File: src/rtl/pdm_cap_pkg.sv
package pdm_cap_pkg;

  typedef enum logic {
    CAP_STEREO = 1'b0,
    CAP_MONO   = 1'b1
  } cap_mode_e;

  localparam int CODE_W = 2;

  typedef logic signed [CODE_W-1:0] pm1_t;

  localparam pm1_t CODE_POS  = 2'sb01;
  localparam pm1_t CODE_NEG  = 2'sb11;
  localparam pm1_t CODE_NONE = 2'sb00;

  function automatic pm1_t bit_to_pm1(input logic b);
    return b ? CODE_POS : CODE_NEG;
  endfunction

endpackage

File: src/rtl/pdm_clk_gen.sv
module pdm_clk_gen (
  input  logic clk,
  input  logic rst_n,
  input  logic tick_i,
  output logic pdm_clk_o,
  output logic rise_o,
  output logic fall_o
);

  logic pclk_q;

  always_ff @(posedge clk or negedge rst_n) begin
    if (!rst_n) begin
      pclk_q <= 1'b0;
    end else if (tick_i) begin
      pclk_q <= ~pclk_q;
    end
  end

  assign rise_o    = tick_i & ~pclk_q;
  assign fall_o    = tick_i &  pclk_q;
  assign pdm_clk_o = pclk_q;

  AST_CLK_TOGGLES_ON_TICK: assert property (@(posedge clk) disable iff (!rst_n)
    tick_i |=> (pdm_clk_o != $past(pdm_clk_o)));

  AST_CLK_HOLDS_NO_TICK: assert property (@(posedge clk) disable iff (!rst_n)
    !tick_i |=> $stable(pdm_clk_o));

endmodule

File: src/rtl/pdm_edge_sampler.sv
module pdm_edge_sampler #(
  parameter int LINES = 4
) (
  input  logic             clk,
  input  logic             rst_n,
  input  logic             rise_i,
  input  logic             fall_i,
  input  logic             mono_i,
  input  logic [LINES-1:0] data_i,
  output logic [LINES-1:0] rise_q_o,
  output logic [LINES-1:0] fall_q_o,
  output logic             mono_q_o,
  output logic             frame_go_o
);

  logic have_q;

  // One hold register per line and edge; the falling half waits for the next rise.
  for (genvar k = 0; k < LINES; k++) begin : g_line
    logic r_q, f_q;
    always_ff @(posedge clk or negedge rst_n) begin
      if (!rst_n) begin
        r_q <= 1'b0;
        f_q <= 1'b0;
      end else begin
        if (rise_i) r_q <= data_i[k];
        if (fall_i) f_q <= data_i[k];
      end
    end
    assign rise_q_o[k] = r_q;
    assign fall_q_o[k] = f_q;
  end

  always_ff @(posedge clk or negedge rst_n) begin
    if (!rst_n) begin
      mono_q_o <= 1'b0;
      have_q   <= 1'b0;
    end else begin
      if (rise_i) mono_q_o <= mono_i;
      if (fall_i) have_q   <= 1'b1;
    end
  end

  assign frame_go_o = rise_i & have_q;

  AST_EDGES_EXCLUSIVE: assert property (@(posedge clk) disable iff (!rst_n)
    !(rise_i && fall_i));

  AST_RISE_HOLD_STABLE: assert property (@(posedge clk) disable iff (!rst_n)
    !rise_i |=> $stable(rise_q_o));

  AST_FALL_HOLD_STABLE: assert property (@(posedge clk) disable iff (!rst_n)
    !fall_i |=> $stable(fall_q_o));

endmodule

File: src/rtl/pdm_frame_map.sv
module pdm_frame_map
  import pdm_cap_pkg::*;
#(
  parameter int LINES = 4,
  localparam int CH   = 2 * LINES,
  localparam int PW   = CH * CODE_W
) (
  input  logic [LINES-1:0] rise_i,
  input  logic [LINES-1:0] fall_i,
  input  logic             mono_i,
  output logic [PW-1:0]    pcm_o
);

  cap_mode_e mode;
  assign mode = cap_mode_e'(mono_i);

  for (genvar k = 0; k < LINES; k++) begin : g_pair
    pm1_t left_c, right_c;
    if (k == 0) begin : g_first
      // Single-edge microphones: line 1 is left, line 0 is right.
      assign left_c  = (mode == CAP_MONO) ? bit_to_pm1(rise_i[1]) : bit_to_pm1(rise_i[0]);
      assign right_c = (mode == CAP_MONO) ? bit_to_pm1(rise_i[0]) : bit_to_pm1(fall_i[0]);
    end else begin : g_rest
      assign left_c  = (mode == CAP_MONO) ? CODE_NONE : bit_to_pm1(rise_i[k]);
      assign right_c = (mode == CAP_MONO) ? CODE_NONE : bit_to_pm1(fall_i[k]);
    end
    assign pcm_o[(2*k)*CODE_W   +: CODE_W] = left_c;
    assign pcm_o[(2*k+1)*CODE_W +: CODE_W] = right_c;
  end

endmodule

File: src/rtl/pdm_out_stage.sv
module pdm_out_stage
  import pdm_cap_pkg::*;
#(
  parameter int CH  = 8,
  localparam int PW = CH * CODE_W
) (
  input  logic          clk,
  input  logic          rst_n,
  input  logic          load_i,
  input  logic [PW-1:0] pcm_i,
  input  logic          mono_i,
  input  logic          ready_i,
  output logic          valid_o,
  output logic [PW-1:0] pcm_o
);

  logic mono_q;

  always_ff @(posedge clk or negedge rst_n) begin
    if (!rst_n) begin
      valid_o <= 1'b0;
      pcm_o   <= '0;
      mono_q  <= 1'b0;
    end else if (load_i) begin
      valid_o <= 1'b1;
      pcm_o   <= pcm_i;
      mono_q  <= mono_i;
    end else if (valid_o && ready_i) begin
      valid_o <= 1'b0;
    end
  end

  AST_HOLD_UNTIL_TAKEN: assert property (@(posedge clk) disable iff (!rst_n)
    (valid_o && !ready_i && !load_i) |=> (valid_o && $stable(pcm_o)));

  AST_TAKEN_CLEARS: assert property (@(posedge clk) disable iff (!rst_n)
    (valid_o && ready_i && !load_i) |=> !valid_o);

  AST_MONO_UPPER_ZERO: assert property (@(posedge clk) disable iff (!rst_n)
    (valid_o && mono_q) |-> (pcm_o[PW-1:2*CODE_W] == '0));

  for (genvar c = 0; c < CH; c++) begin : g_chk
    AST_STEREO_CODE_PM1: assert property (@(posedge clk) disable iff (!rst_n)
      (valid_o && !mono_q) |-> (pcm_o[c*CODE_W +: CODE_W] == CODE_POS ||
                                pcm_o[c*CODE_W +: CODE_W] == CODE_NEG));
  end

endmodule

File: src/rtl/pdm_capture_demux.sv
module pdm_capture_demux
  import pdm_cap_pkg::*;
#(
  parameter int LINES = 4,
  localparam int CH   = 2 * LINES,
  localparam int PW   = CH * CODE_W
) (
  input  logic             clk,
  input  logic             rst_n,
  input  logic             pdm_tick_i,
  input  logic             mode_mono_i,
  input  logic [LINES-1:0] pdm_data_i,
  output logic             pdm_clk_o,
  output logic             out_valid_o,
  input  logic             out_ready_i,
  output logic [PW-1:0]    out_pcm_o
);

  logic             rise, fall, frame_go, mono_q;
  logic [LINES-1:0] rise_q, fall_q;
  logic [PW-1:0]    frame_pcm;

  pdm_clk_gen i_clk_gen (
    .clk       (clk),
    .rst_n     (rst_n),
    .tick_i    (pdm_tick_i),
    .pdm_clk_o (pdm_clk_o),
    .rise_o    (rise),
    .fall_o    (fall)
  );

  pdm_edge_sampler #(.LINES(LINES)) i_sampler (
    .clk        (clk),
    .rst_n      (rst_n),
    .rise_i     (rise),
    .fall_i     (fall),
    .mono_i     (mode_mono_i),
    .data_i     (pdm_data_i),
    .rise_q_o   (rise_q),
    .fall_q_o   (fall_q),
    .mono_q_o   (mono_q),
    .frame_go_o (frame_go)
  );

  pdm_frame_map #(.LINES(LINES)) i_map (
    .rise_i (rise_q),
    .fall_i (fall_q),
    .mono_i (mono_q),
    .pcm_o  (frame_pcm)
  );

  pdm_out_stage #(.CH(CH)) i_out (
    .clk     (clk),
    .rst_n   (rst_n),
    .load_i  (frame_go),
    .pcm_i   (frame_pcm),
    .mono_i  (mono_q),
    .ready_i (out_ready_i),
    .valid_o (out_valid_o),
    .pcm_o   (out_pcm_o)
  );

  AST_FRAME_AFTER_RISE: assert property (@(posedge clk) disable iff (!rst_n)
    $rose(out_valid_o) |-> $past(pdm_tick_i && !pdm_clk_o));

endmodule

File: config.mk
export PLATFORM = sky130hd
export DESIGN_NAME = pdm_capture_demux
export DESIGN_NICKNAME = d
export VERILOG_FILES = /design/src/rtl/pdm_cap_pkg.sv /design/src/rtl/pdm_clk_gen.sv /design/src/rtl/pdm_edge_sampler.sv /design/src/rtl/pdm_frame_map.sv /design/src/rtl/pdm_out_stage.sv /design/src/rtl/pdm_capture_demux.sv
export SDC_FILE = /design/constraint.sdc
export NUM_CORES = 1
export LEC_CHECK = 0
export BUFFER_PORTS_ARGS = -buffer_cell sky130_fd_sc_hd__buf_2
export CORE_ASPECT_RATIO = 1.4
export CORE_UTILIZATION = 44
export CTS_CLUSTER_DIAMETER = 200
export DETAILED_ROUTE_END_ITERATION = 6
export PLACE_DENSITY_LB_ADDON = 0.3
export SLEW_MARGIN = 20
export SYNTH_ARGS = -nofsm -noshare
export SYNTH_HDL_FRONTEND = slang
export SYNTH_SLANG_ARGS = --single-unit
File: constraint.sdc
create_clock -name clk -period 1.2 [get_ports clk]
set_input_delay 0.12 -clock clk [delete_from_list [all_inputs] [get_ports clk]]
set_output_delay 0.12 -clock clk [all_outputs]
set_load 0.005 [all_outputs]
==> key figures <==
Run status
  – Status: finished, violations left
  – Violated checks: negative setup slack

STA
  – Minimum clock period: ~1200 ps
  – Final Setup Violations: 8
  – Slew @ Worst Pin: approximately 470 ps
  – Max-slew violation count: 0
  – Slack of the critical path: -29.2 ps
  – Part of the cycle the worst path needs: 102%
  – Total negative slack: -179 ps
  – Normalized max-slew margin: around 70%
  – Unrepaired setup endpoints after global routing: yes
  – Final hold viol count: 0
  – Fin Hold WS: between 20 and 30 ps
  – Maximum operating frequency: between 800 and 900 MHz
  – Clk_skew: around 1.6 ps

Final layout
  – Layout filler cell count: 167
  – Layout cell share with drive strength beyond 1: between 50% and 60%
  – Number of non-filler instances in the completed layout: between 100 and 150
  – Most common cell after layout, fill and taps aside: buf_2
  – Post-route cell area: ~1100 um^2
  – N_diodes: 0
  – Area grow syn2layout: 19.8%
  – Layout Nets: approximately 100
  – Commonest cells after routing, fill and taps aside: 26 x buf_2, 22 x dfrtp_1, 10 x mux2_2

Clock tree
  – CTS sink count: 22
  – TritonCTS buffer count: 3
  – Postcts setup bufs: 0
  – CTS tree: done
  – Clock transition at path regs: 110 ps
  – H-Tree Depth: 1
  – CTS Root Cell: clkbuf_4
  – Clock buffer depth: 2
  – Clock latency on the worst-skew pair: 300 ps

Power and ir drop
  – Net Sw Power: 0.807 mW
  – Comb pwr share: between 40% and 50%
  – PD cells: about 2400 nW/um^2
  – Clock power frac: a little under an eighth
  – Switching part of the total: around 30%
  – Leak: between 0.5 and 0.6 nW
  – Internal Power: 1.90 mW
  – Reg power frac: 47.9%
  – VDD IR max: 1.18 mV

Placement
  – IO Port Bufs: 26
  – Detailed placement HPWL: about 1100 um
  – GPL Wtd Cong: around 0.67
  – # placed instances: between 100 and 150
  – Place WS: -30.7 ps
  – Cell Area, Placed: around 1100 um^2

Critical path
  – CP Class: reg -> reg
  – Critical path, cell by cell: and3b_2 -> buf_6 -> mux2_4
  – Worst path buffer plus inverter count: 1
  – Setup crit start kind: flop
  – CP max-delay cell: dfrtp_1
  – Crit path required time: roughly 1400 ps
  – Arrival time worst endpoint: ~1400 ps
  – Critical Path Sink Type: flop
  – CP peak stage delay: between 400 and 500 ps
  – Top Family by Delay on Critical Path: flip-flops
  – Worst Path Max Fanout: 4

Global route
  – Total GRT Usage: around 14%
  – Vias in the first global route: 513
  – Largest net degree at the start of global routing: 23
  – GRT Residual Overflow: 0
  – First-pass GRT wire length: 2160 um
  – Initial antenna violation count: 0

Floorplanning
  – Core area: 1970 um^2
  – Die Area: between 2000 and 2500 um^2
  – I/O pins: 27
  – Die width: around 40 um
  – Floorplan row count: 19
  – DIE HEIGHT: ~57 um
  – Initial Utilization: 47.5%

Flow run
  – Max Cap Viol: 0

Route
  – Routed WL per cell: between 10 and 15 um
  – Iteration-0 DRC Markers: 3
  – Total detailed-routing wirelength: 1410 um
  – Vias per cell: ~5.0
  – DRC: 0
  – Antenna viol nets, final: 0
  – Via count: around 570
  – Drt first pass iters: 4

Logic synthesis
  – Mean Syn Cell Area: approximately 14 um^2
  – Cells after Synth: 65
  – Distinct cells, synth: 16
  – Synthesized area: around 940 um^2
  – Post-synth net total: 74
  – Register area share after synthesis: just under 60%
  – Register bit total from synthesis: 22
  – YS warnings: 0

Min path
  – Worst hold path type: in -> reg
through the flow:
stage / power [mW] / utilization [%]
6_report: 2.71 / 56.9
5_1_grt: 2.92 / 56.9
4_1_cts: 2.74 / 56.7
3_5_place_dp: 2.40 / 54.6
3_3_place_gp: 2.35 / 54.6
2_1_floorplan: 2.07 / -
layer usage:
metal | part of all wire (%) | global-route usage, % | vias to the layer above
met1 | 41 | 16.4 | 272
li1 | - | - | 272
met4 | 2.3 | 8.57 | 0
met5 | 0 | 0 | -
met3 | 4.7 | 2.37 | 4
met2 | 52 | 21.4 | 19
final timing paths:
kind / cells after the start / from / end / slack (ps)
min in group asynchronous: 2 / rst_n / i_out.pcm_o[3]$_DFFE_PN0P_ / 290
min: 2 / pdm_tick_i / i_clk_gen.pdm_clk_o$_DFFE_PN0P_ / 30
min reg2reg: 1 / i_sampler.have_q$_DFFE_PN0P_ / i_sampler.have_q$_DFFE_PN0P_ / 470
max: 3 / i_clk_gen.pdm_clk_o$_DFFE_PN0P_ / i_out.pcm_o[11]$_DFFE_PN0P_ / -30
max reg2reg: 3 / i_clk_gen.pdm_clk_o$_DFFE_PN0P_ / i_out.pcm_o[11]$_DFFE_PN0P_ / -30
max in group asynchronous: 2 / rst_n / i_sampler.g_line[0].f_q$_DFFE_PN0P_ / 590
registers in the layout, indices dropped and copies added (netlist names):
register and cells:
i_clk_gen.pdm_clk_o 1, i_out.pcm_o 10, i_out.valid_o 1, i_sampler.g_line.f_q 4, i_sampler.g_line.r_q 4, i_sampler.have_q 1, i_sampler.mono_q_o 1
cells in the mapped netlist, drive strengths merged:
cell    instances  area share, %
dfrtp          22             59
mux2           17             23
buf             7            6.0
nor2            6            2.4
mux2i           3            3.2
inv             2           0.80
a21o            1           0.80
and3b           1           0.93
clkbuf          1           0.53
nand2           1           0.40
nand2b          1           0.67
nor2b           1           0.67
or2             1           0.67
xor2            1           0.93
power by group through the flow:
stage	clock network, mW	registers [mW]	logic (mW)
2_1_floorplan	0	1.26	0.808
3_3_place_gp	0	1.30	1.05
3_5_place_dp	0	1.32	1.08
4_1_cts	0.333	1.30	1.10
5_1_grt	0.361	1.35	1.21
6_report	0.320	1.30	1.09
kinds of logic (layout without fill, tap and decap cells):
| family | count (synthesis) | count (layout) | synth area share, % |
|---|---|---|---|
| AO/OA/AOI/OAI | 1 | 1 | 0.801 |
| AND/OR/NAND/NOR | 11 | 11 | 5.74 |
| multiplexers | 20 | 20 | 26.4 |
| flip-flops | 22 | 22 | 58.7 |
| XOR/XNOR | 1 | 1 | 0.935 |
| buffers and inverters | 10 | 38 | 7.34 |
cell type report:
cell class	instances	area (um^2)	share of cell area [%]
flip-flops and latches	22	551	49.1
repair buffers	33	196	17.5
multi-input cells	33	319	28.4
inverters	2	7.51	0.669
well taps	21	26.3	2.34
clock buffers	3	22.5	2.01
what timing repair did:
item,CTS,global route
hold buffers,1,0
endpoints found under the hold margin,22,0
endpoints found under the setup margin,9,9
gates resized for setup,3,1
Power figures use the tool's default switching activity.
